### src/rtl/pwr_seq_pkg.sv
// Package: shared constants for the power domain sequencing controller.
// Assumes 32-bit register words and 128-byte domain windows.
package pwr_seq_pkg;
    localparam logic [1:0] ST_ON  = 2'd1;
    localparam logic [1:0] ST_OFF = 2'd2;

    localparam int WIN_BITS = 7;

    // word indices (byte offset / 4) inside a domain window
    localparam logic [4:0] W_RST_EN   = 5'h00;
    localparam logic [4:0] W_CLK_EN   = 5'h01;
    localparam logic [4:0] W_ISO_EN   = 5'h02;
    localparam logic [4:0] W_ON_MASK  = 5'h03;
    localparam logic [4:0] W_OFF_MASK = 5'h04;
    localparam logic [4:0] W_SW_DLY   = 5'h05;
    localparam logic [4:0] W_OFF_DLY  = 5'h06;
    localparam logic [4:0] W_ON_DLY   = 5'h07;
    localparam logic [4:0] W_CMD      = 5'h08;
    localparam logic [4:0] W_STATUS   = 5'h09;
    localparam logic [4:0] W_GATES    = 5'h0C;
    localparam logic [4:0] W_PSW_ST   = 5'h0D;

    localparam int BIT_DONE = 1;

    typedef enum logic [2:0] {
        SQ_IDLE,
        SQ_UP_SW,
        SQ_UP_ON,
        SQ_UP_CLK,
        SQ_DN_CLK,
        SQ_DN_OFF,
        SQ_DN_SW
    } seq_t;
endpackage

### src/rtl/pwr_seq_decode.sv
// Module: pwr_seq_decode
// Splits a byte address into domain index and word index, and produces one
// write strobe per domain. Assumes NUM_DOM >= 2 and ADDR_W = idx bits + 7.
module pwr_seq_decode #(
    parameter int NUM_DOM = 3,
    parameter int ADDR_W  = 9
) (
    input  logic                 clk,
    input  logic                 rst_n,
    input  logic                 bus_en,
    input  logic                 bus_we,
    input  logic [ADDR_W-1:0]    bus_addr,
    output logic [NUM_DOM-1:0]   dom_wr,
    output logic [4:0]           word_idx,
    output logic [ADDR_W-8:0]    dom_idx,
    output logic                 hit
);
    import pwr_seq_pkg::*;

    assign dom_idx  = bus_addr[ADDR_W-1:WIN_BITS];
    assign word_idx = bus_addr[WIN_BITS-1:2];

    // address is word aligned and falls inside an existing window
    always_comb begin
        hit = (bus_addr[1:0] == 2'b00) && (int'(dom_idx) < NUM_DOM);
    end

    // one write strobe for the addressed domain
    always_comb begin
        for (int k = 0; k < NUM_DOM; k++) begin
            dom_wr[k] = bus_en && bus_we && hit && (int'(dom_idx) == k);
        end
    end

    AST_ONE_WINDOW: assert property (@(posedge clk) disable iff (!rst_n)
        $onehot0(dom_wr));
endmodule

### src/rtl/pwr_seq_domain.sv
// Module: pwr_seq_domain
// One power domain: its configuration registers, its command/status
// handshake and the sequencer that orders switch, isolation, clock and
// reset. Assumes software issues commands only while busy is low; a
// command written while busy is dropped.
module pwr_seq_domain #(
    parameter int PSW_W = 4,
    parameter int DLY_W = 8
) (
    input  logic              clk,
    input  logic              rst_n,
    input  logic              wr_en,
    input  logic [4:0]        word_idx,
    input  logic [31:0]       wdata,
    output logic [31:0]       rdata,
    input  logic [PSW_W-1:0]  psw_ack,
    output logic              gate_rst_n,
    output logic              gate_clk_en,
    output logic              gate_iso_rel,
    output logic [PSW_W-1:0]  psw_en
);
    import pwr_seq_pkg::*;

    localparam logic [DLY_W-1:0] DLY_RST = DLY_W'(2);
    localparam logic [DLY_W-1:0] DLY_ONE = DLY_W'(1);

    logic              en_rst, en_clk, en_iso;
    logic [PSW_W-1:0]  on_mask, off_mask;
    logic [DLY_W-1:0]  sw_dly, off_dly, on_dly;
    logic [1:0]        cur_state;
    logic              done;
    logic              busy;
    logic [DLY_W-1:0]  cnt;
    seq_t              seq;

    logic              cmd_go;
    logic [1:0]        cmd_tgt;
    logic              clr_done;
    logic              cnt_last;

    // busy whenever the sequencer is away from idle
    assign busy = (seq != SQ_IDLE);

    // a command counts only as an exact 1 or 2 while idle
    always_comb begin
        cmd_go  = wr_en && (word_idx == W_CMD) && !busy &&
                  ((wdata == 32'd1) || (wdata == 32'd2));
        cmd_tgt = wdata[1:0];
    end

    // write-one-to-clear of the completion flag
    assign clr_done = wr_en && (word_idx == W_STATUS) && wdata[BIT_DONE];

    // final cycle of a programmed wait (0 and 1 both end here)
    assign cnt_last = (cnt <= DLY_ONE);

    // configuration register writes
    always_ff @(posedge clk) begin
        if (!rst_n) begin
            en_rst   <= 1'b1;
            en_clk   <= 1'b1;
            en_iso   <= 1'b1;
            on_mask  <= '1;
            off_mask <= '0;
            sw_dly   <= DLY_RST;
            off_dly  <= DLY_RST;
            on_dly   <= DLY_RST;
        end else if (wr_en) begin
            case (word_idx)
                W_RST_EN:   en_rst   <= wdata[0];
                W_CLK_EN:   en_clk   <= wdata[0];
                W_ISO_EN:   en_iso   <= wdata[0];
                W_ON_MASK:  on_mask  <= wdata[PSW_W-1:0];
                W_OFF_MASK: off_mask <= wdata[PSW_W-1:0];
                W_SW_DLY:   sw_dly   <= wdata[DLY_W-1:0];
                W_OFF_DLY:  off_dly  <= wdata[DLY_W-1:0];
                W_ON_DLY:   on_dly   <= wdata[DLY_W-1:0];
                default: ;
            endcase
        end
    end

    // sequencer: steps gates in order and maintains state and completion
    always_ff @(posedge clk) begin
        if (!rst_n) begin
            seq          <= SQ_IDLE;
            cur_state    <= ST_OFF;
            done         <= 1'b0;
            cnt          <= '0;
            gate_rst_n   <= 1'b0;
            gate_clk_en  <= 1'b0;
            gate_iso_rel <= 1'b0;
            psw_en       <= '0;
        end else begin
            if (clr_done) begin
                done <= 1'b0;
            end
            case (seq)
                SQ_IDLE: begin
                    if (cmd_go) begin
                        if (cmd_tgt == cur_state) begin
                            done <= 1'b1;
                        end else if (cmd_tgt == ST_ON) begin
                            psw_en <= on_mask;
                            cnt    <= sw_dly;
                            seq    <= SQ_UP_SW;
                        end else begin
                            gate_rst_n <= 1'b0;
                            seq        <= SQ_DN_CLK;
                        end
                    end
                end
                SQ_UP_SW: begin
                    if (cnt_last) begin
                        gate_iso_rel <= en_iso;
                        cnt          <= on_dly;
                        seq          <= SQ_UP_ON;
                    end else begin
                        cnt <= cnt - DLY_ONE;
                    end
                end
                SQ_UP_ON: begin
                    if (cnt_last) begin
                        gate_clk_en <= en_clk;
                        seq         <= SQ_UP_CLK;
                    end else begin
                        cnt <= cnt - DLY_ONE;
                    end
                end
                SQ_UP_CLK: begin
                    gate_rst_n <= en_rst;
                    cur_state  <= ST_ON;
                    done       <= 1'b1;
                    seq        <= SQ_IDLE;
                end
                SQ_DN_CLK: begin
                    gate_clk_en <= 1'b0;
                    cnt         <= off_dly;
                    seq         <= SQ_DN_OFF;
                end
                SQ_DN_OFF: begin
                    if (cnt_last) begin
                        gate_iso_rel <= 1'b0;
                        cnt          <= sw_dly;
                        seq          <= SQ_DN_SW;
                    end else begin
                        cnt <= cnt - DLY_ONE;
                    end
                end
                SQ_DN_SW: begin
                    if (cnt_last) begin
                        psw_en    <= off_mask;
                        cur_state <= ST_OFF;
                        done      <= 1'b1;
                        seq       <= SQ_IDLE;
                    end else begin
                        cnt <= cnt - DLY_ONE;
                    end
                end
                default: seq <= SQ_IDLE;
            endcase
        end
    end

    // register read mux for this window
    always_comb begin
        case (word_idx)
            W_RST_EN:   rdata = {31'd0, en_rst};
            W_CLK_EN:   rdata = {31'd0, en_clk};
            W_ISO_EN:   rdata = {31'd0, en_iso};
            W_ON_MASK:  rdata = 32'(on_mask);
            W_OFF_MASK: rdata = 32'(off_mask);
            W_SW_DLY:   rdata = 32'(sw_dly);
            W_OFF_DLY:  rdata = 32'(off_dly);
            W_ON_DLY:   rdata = 32'(on_dly);
            W_STATUS:   rdata = {14'd0, cur_state, 12'd0, busy, 1'b0, done, 1'b0};
            W_GATES:    rdata = {29'd0, gate_iso_rel, gate_clk_en, gate_rst_n};
            W_PSW_ST:   rdata = 32'(psw_ack);
            default:    rdata = 32'd0;
        endcase
    end

    AST_STATE_LEGAL: assert property (@(posedge clk) disable iff (!rst_n)
        (cur_state == ST_ON) || (cur_state == ST_OFF));
    AST_ISO_MID_UP: assert property (@(posedge clk) disable iff (!rst_n)
        $rose(gate_iso_rel) |-> busy && (cur_state == ST_OFF));
    AST_RST_LAST: assert property (@(posedge clk) disable iff (!rst_n)
        $rose(gate_rst_n) |-> (cur_state == ST_ON) && !busy && done);
    AST_OFF_QUIET: assert property (@(posedge clk) disable iff (!rst_n)
        (cur_state == ST_OFF) && !busy |-> !gate_rst_n && !gate_clk_en && !gate_iso_rel);
    AST_DONE_AT_END: assert property (@(posedge clk) disable iff (!rst_n)
        $fell(busy) |-> done);
    AST_SAME_NO_BUSY: assert property (@(posedge clk) disable iff (!rst_n)
        cmd_go && (cmd_tgt == cur_state) |=> !busy && done);
endmodule

### src/rtl/pwr_seq_ctrl.sv
// Module: pwr_seq_ctrl (top)
// Register-bus front end plus one sequencer per power domain. Reads are
// combinational on bus_addr; writes take effect at the clock edge where
// bus_en and bus_we are high. Assumes NUM_DOM >= 2.
module pwr_seq_ctrl #(
    parameter int NUM_DOM = 3,
    parameter int PSW_W   = 4,
    parameter int DLY_W   = 8,
    parameter int ADDR_W  = $clog2(NUM_DOM) + 7
) (
    input  logic                      clk,
    input  logic                      rst_n,
    input  logic                      bus_en,
    input  logic                      bus_we,
    input  logic [ADDR_W-1:0]         bus_addr,
    input  logic [31:0]               bus_wdata,
    output logic [31:0]               bus_rdata,
    output logic [NUM_DOM-1:0]        dom_rst_n,
    output logic [NUM_DOM-1:0]        dom_clk_en,
    output logic [NUM_DOM-1:0]        dom_iso_rel,
    output logic [NUM_DOM*PSW_W-1:0]  dom_psw_en,
    input  logic [NUM_DOM*PSW_W-1:0]  dom_psw_ack
);
    localparam int IDX_W = ADDR_W - 7;

    logic [NUM_DOM-1:0] dom_wr;
    logic [4:0]         word_idx;
    logic [IDX_W-1:0]   dom_idx;
    logic               hit;
    logic [31:0]        dom_rd [NUM_DOM];

    pwr_seq_decode #(.NUM_DOM(NUM_DOM), .ADDR_W(ADDR_W)) u_dec (
        .clk      (clk),
        .rst_n    (rst_n),
        .bus_en   (bus_en),
        .bus_we   (bus_we),
        .bus_addr (bus_addr),
        .dom_wr   (dom_wr),
        .word_idx (word_idx),
        .dom_idx  (dom_idx),
        .hit      (hit)
    );

    for (genvar g = 0; g < NUM_DOM; g++) begin : g_dom
        pwr_seq_domain #(.PSW_W(PSW_W), .DLY_W(DLY_W)) u_dom (
            .clk          (clk),
            .rst_n        (rst_n),
            .wr_en        (dom_wr[g]),
            .word_idx     (word_idx),
            .wdata        (bus_wdata),
            .rdata        (dom_rd[g]),
            .psw_ack      (dom_psw_ack[g*PSW_W +: PSW_W]),
            .gate_rst_n   (dom_rst_n[g]),
            .gate_clk_en  (dom_clk_en[g]),
            .gate_iso_rel (dom_iso_rel[g]),
            .psw_en       (dom_psw_en[g*PSW_W +: PSW_W])
        );
    end

    // select read data of the addressed window, zero elsewhere
    always_comb begin
        bus_rdata = 32'd0;
        for (int k = 0; k < NUM_DOM; k++) begin
            if (hit && (dom_idx == IDX_W'(k))) begin
                bus_rdata = dom_rd[k];
            end
        end
    end
endmodule

### config.mk
export PLATFORM = sky130hd
export DESIGN_NAME = pwr_seq_ctrl
export DESIGN_NICKNAME = d
export VERILOG_FILES = /design/src/rtl/pwr_seq_pkg.sv /design/src/rtl/pwr_seq_decode.sv /design/src/rtl/pwr_seq_domain.sv /design/src/rtl/pwr_seq_ctrl.sv
export SDC_FILE = /design/constraint.sdc
export NUM_CORES = 1
export LEC_CHECK = 0
export ABC_AREA = 0
export BUFFER_PORTS_ARGS = -buffer_cell sky130_fd_sc_hd__buf_2
export CORE_MARGIN = 2
export CORE_UTILIZATION = 41
export DETAILED_ROUTE_END_ITERATION = 8
export GPL_TIMING_DRIVEN = 1
export PLACE_DENSITY = 0.71
export SLEW_MARGIN = 40
export SYNTH_ARGS = -nofsm -noshare
export SYNTH_HDL_FRONTEND = slang
export SYNTH_HIERARCHICAL = 1
export SYNTH_SLANG_ARGS = --single-unit
### constraint.sdc
create_clock -name clk -period 2.8 [get_ports clk]
set_clock_uncertainty 0.05 [all_clocks]
set_input_delay 0.14 -clock clk [delete_from_list [all_inputs] [get_ports clk]]
set_output_delay 0.14 -clock clk [all_outputs]
set_load 0.02 [all_outputs]
==> flow_summary.ini <==
[floorplan]
core_area_sq_um = 29480
die_y_microns = 176.7
fp.dieW_microns = 176.7
num_rows = 63
dieArea_sq_um = 31210
io_pins = 110
start_util_pct = 41.46

[worst_setup_path]
crit_chain = or3_1, a22oi_1, o211ai_1, mux2i_1, o21ai_1, and2_1, buf_2
r2r_slack_ns = 0.34
crit_slowest_cell = or3_1
cp.arrival_ns = 2.44
cp-endpoint = bus_rdata[3]
crit_start = g_dom[0].u_dom/seq[1]$_SDFFE_PN0P_
cp.required_ns = 2.61
critPathMaxStageDelay_ns = 0.55
critPathKind = reg -> out
path_max_fanout = 14
r2r_start = g_dom[0].u_dom/seq[1]$_SDFFE_PN0P_
rr_worst_depth = 5
path_depth = 7
end_kind = output port
path_buf_inv = 1
r2r_end = g_dom[0].u_dom/cnt[3]$_SDFFE_PN0P_
setup.worst_path.start_class = flop
cpLargestDelayFamily = simple AND/OR/NAND/NOR gates

[timing]
finalSetupTns_ns = 0
setup_violations = 0
fmax_ghz = 0.3795
slew_headroom_pct = 51.07
fin_crit_sh_pct = 94.10
rsz0062_at_grt = false
timing.final.max_slew_violations = 0
tightest_slew_ns = 0.7331
finalHoldViolCount = 0
finalCriticalPeriod_ns = 2.635

[clock_tree]
cts_tree = yes
cts_sinks = 168
cts_hold_buf = 0
root_buffer = clkbuf_16
clk_latency_ns = 0.45
cts_made_buffers = 17
cts_max_level = 4
clockBufferDepth = 2
postCtsSetupRepairBufs = 0
cts_resized = 0
clk_pin_slew_ns = 0.08

[detailed_routing]
drtAntennaViolNets = 0
wl_per_cell_microns = 19.39
drt_iter0_markers = 1126
routed.top_layer = met4
first_pass_iters = 6
drc_errors = 0
dr_wl_met3_mm = 2.851
wl_met1_mm = 16.55
routed_wirelength_mm = 37.77
vias_per_cell = 5.924
wl_met2_mm = 16.98
vias = 11540

[layout]
multi_input_area_sq_um = 7898
final_cell_area_sq_um = 13340
seqCellArea_sq_um = 3364
area_growth_pct = 9.183
fillers = 2866
drive_gt1_share_pct = 16.96
fin_nets = 1607

[pwr]
p_per_area_nw_per_um2 = 528.1
ir_drop_v = 0.0003802
total_power_w = 0.007047
p_leak_nw = 5.686

[placed_design]
placed_cell_area_sq_um = 12720
port_buffers = 87
place.gp.congestion = 0.9265
hpwl_mm = 28.25

[yosys]
synth_cell_types = 79
ys_seq_area_share_pct = 27.52
netlist.area_leader.share_pct = 27.52
ys_top_cells_by_count = 182 x mux2i_1, 168 x dfxtp_1, 160 x nor2_1
ys_async_sr_fraction_pct = 0
post-synth-top-count-cell = mux2i_1
synth_area_leaders = dfxtp_1 28%, mux2i_1 15%, nor2_1 4.9%
synth-seq-cells = 168
yosys_warnings = 6
yosys_most_used_dff = dfxtp_1
yosysTopAreaCell = dfxtp_1
synth-edff-count = 0
postSynthAreaPerCell_sq_um = 8.175
syn_inst = 1495
synth_area_sq_um = 12220

[global_routing]
grt_pass1_vias = 10873
grt_overflow = 0
antenna_found_initial = 1
grt_usage_pct = 23.82
grt_pass1_wl_mm = 58.79
grt_max_degree = 56

[run]
maxCapViolCount = 0

[hold_path]
hp-class = in -> reg

[outcome]
status = finished clean
[per-layer routing]
metal  global-route usage (%)  vias to the layer above
met3                    4.016                       87
li1                         -                     5451
met1                    31.55                     5458
met2                    37.84                      544
met4                    11.02                        0
met5                        0                        -
[stage by stage]
step | setup slack [ns] | std cells | hold slack [ns] | util (%)
after floorplan | 0.6248 | 1558 | 0.2339 | -
after global placement | 0.08547 | 1915 | 0.4004 | 43.16
after detailed placement | 0.02051 | 1915 | 0.4018 | 43.16
after CTS | 0.1831 | 1947 | 0.04800 | 45.25
after global routing | 0.06284 | 1947 | 0.05900 | 45.26
final | 0.1652 | 1948 | 0.06742 | 45.26
[cell families (layout without fill, tap and decap cells)]
family | Yosys count | in the layout | share of synthesized area (%)
simple gates | 545 | 545 | 23.96
xor+xnor | 15 | 15 | 1.075
compound gates | 335 | 335 | 18.26
other cells | 3 | 67 | 0.09213
buf+inv | 202 | 201 | 9.889
flops | 168 | 168 | 27.52
mux | 221 | 221 | 18.59
fa+ha+maj | 6 | 6 | 0.6142
[power breakdown]
| group | internal, W | switching, W |
|---|---|---|
| Sequential | 0.00245 | 0.000145 |
| Clock | 0.00122 | 0.00121 |
| Combinational | 0.000756 | 0.00127 |
[how the worst min path moves through the flow]
stage	from	endpoint	slack (ns)	cells past startpoint
finish	bus_wdata[4]	g_dom[2].u_dom/sw_dly[4]$_SDFFE_PN0P_	0.07	3
global route	bus_wdata[4]	g_dom[2].u_dom/sw_dly[4]$_SDFFE_PN0P_	0.06	3
CTS	bus_wdata[4]	g_dom[2].u_dom/sw_dly[4]$_SDFFE_PN0P_	0.05	3
detailed placement	g_dom[2].u_dom/psw_en[0]$_SDFFE_PN0P_	g_dom[2].u_dom/psw_en[0]$_SDFFE_PN0P_	0.40	2
global placement	g_dom[2].u_dom/psw_en[1]$_SDFFE_PN0P_	g_dom[2].u_dom/psw_en[1]$_SDFFE_PN0P_	0.40	2
floorplan	bus_wdata[2]	g_dom[0].u_dom/off_dly[2]$_SDFFE_PN0P_	0.23	2
[registers in the layout (all words and copies together) (netlist names), 6 cells and up]
signal                 cells
g_dom.u_dom/cnt           24
g_dom.u_dom/sw_dly        24
g_dom.u_dom/cur_state      6
g_dom.u_dom/off_dly       24
g_dom.u_dom/psw_en        12
g_dom.u_dom/seq            9
g_dom.u_dom/on_mask       12
g_dom.u_dom/on_dly        24
g_dom.u_dom/off_mask      12
[cell usage in the layout, fill, tap and decap left out, drive strengths merged, types with 37 or more instances in the layout]
master / instances
conb: 66
nand2: 104
nand3b: 37
buf: 145
a21oi: 56
o21ai: 101
and2: 43
mux2: 38
dfxtp: 168
nor2: 160
mux2i: 182
[worst register-to-register path, stage by stage, from the launching register on]
cell,delay (ns)
dfxtp_1,0.46
nor3_4,0.45
nand4_1,0.26
or4_1,0.65
a21oi_1,0.30
o221a_1,0.22
[cell type report]
type,instances,share of cell area (%)
Multi-Input combinational cell,1188,59.18
Sequential cell,168,25.21
Timing Repair Buffer,145,6.639
Tap cell,390,3.657
Clock buffer,17,3.188
Clock inverter,15,1.425
Inverter,24,0.6751
Antenna cell,1,0.01875
(Power assumes the default switching activity.)
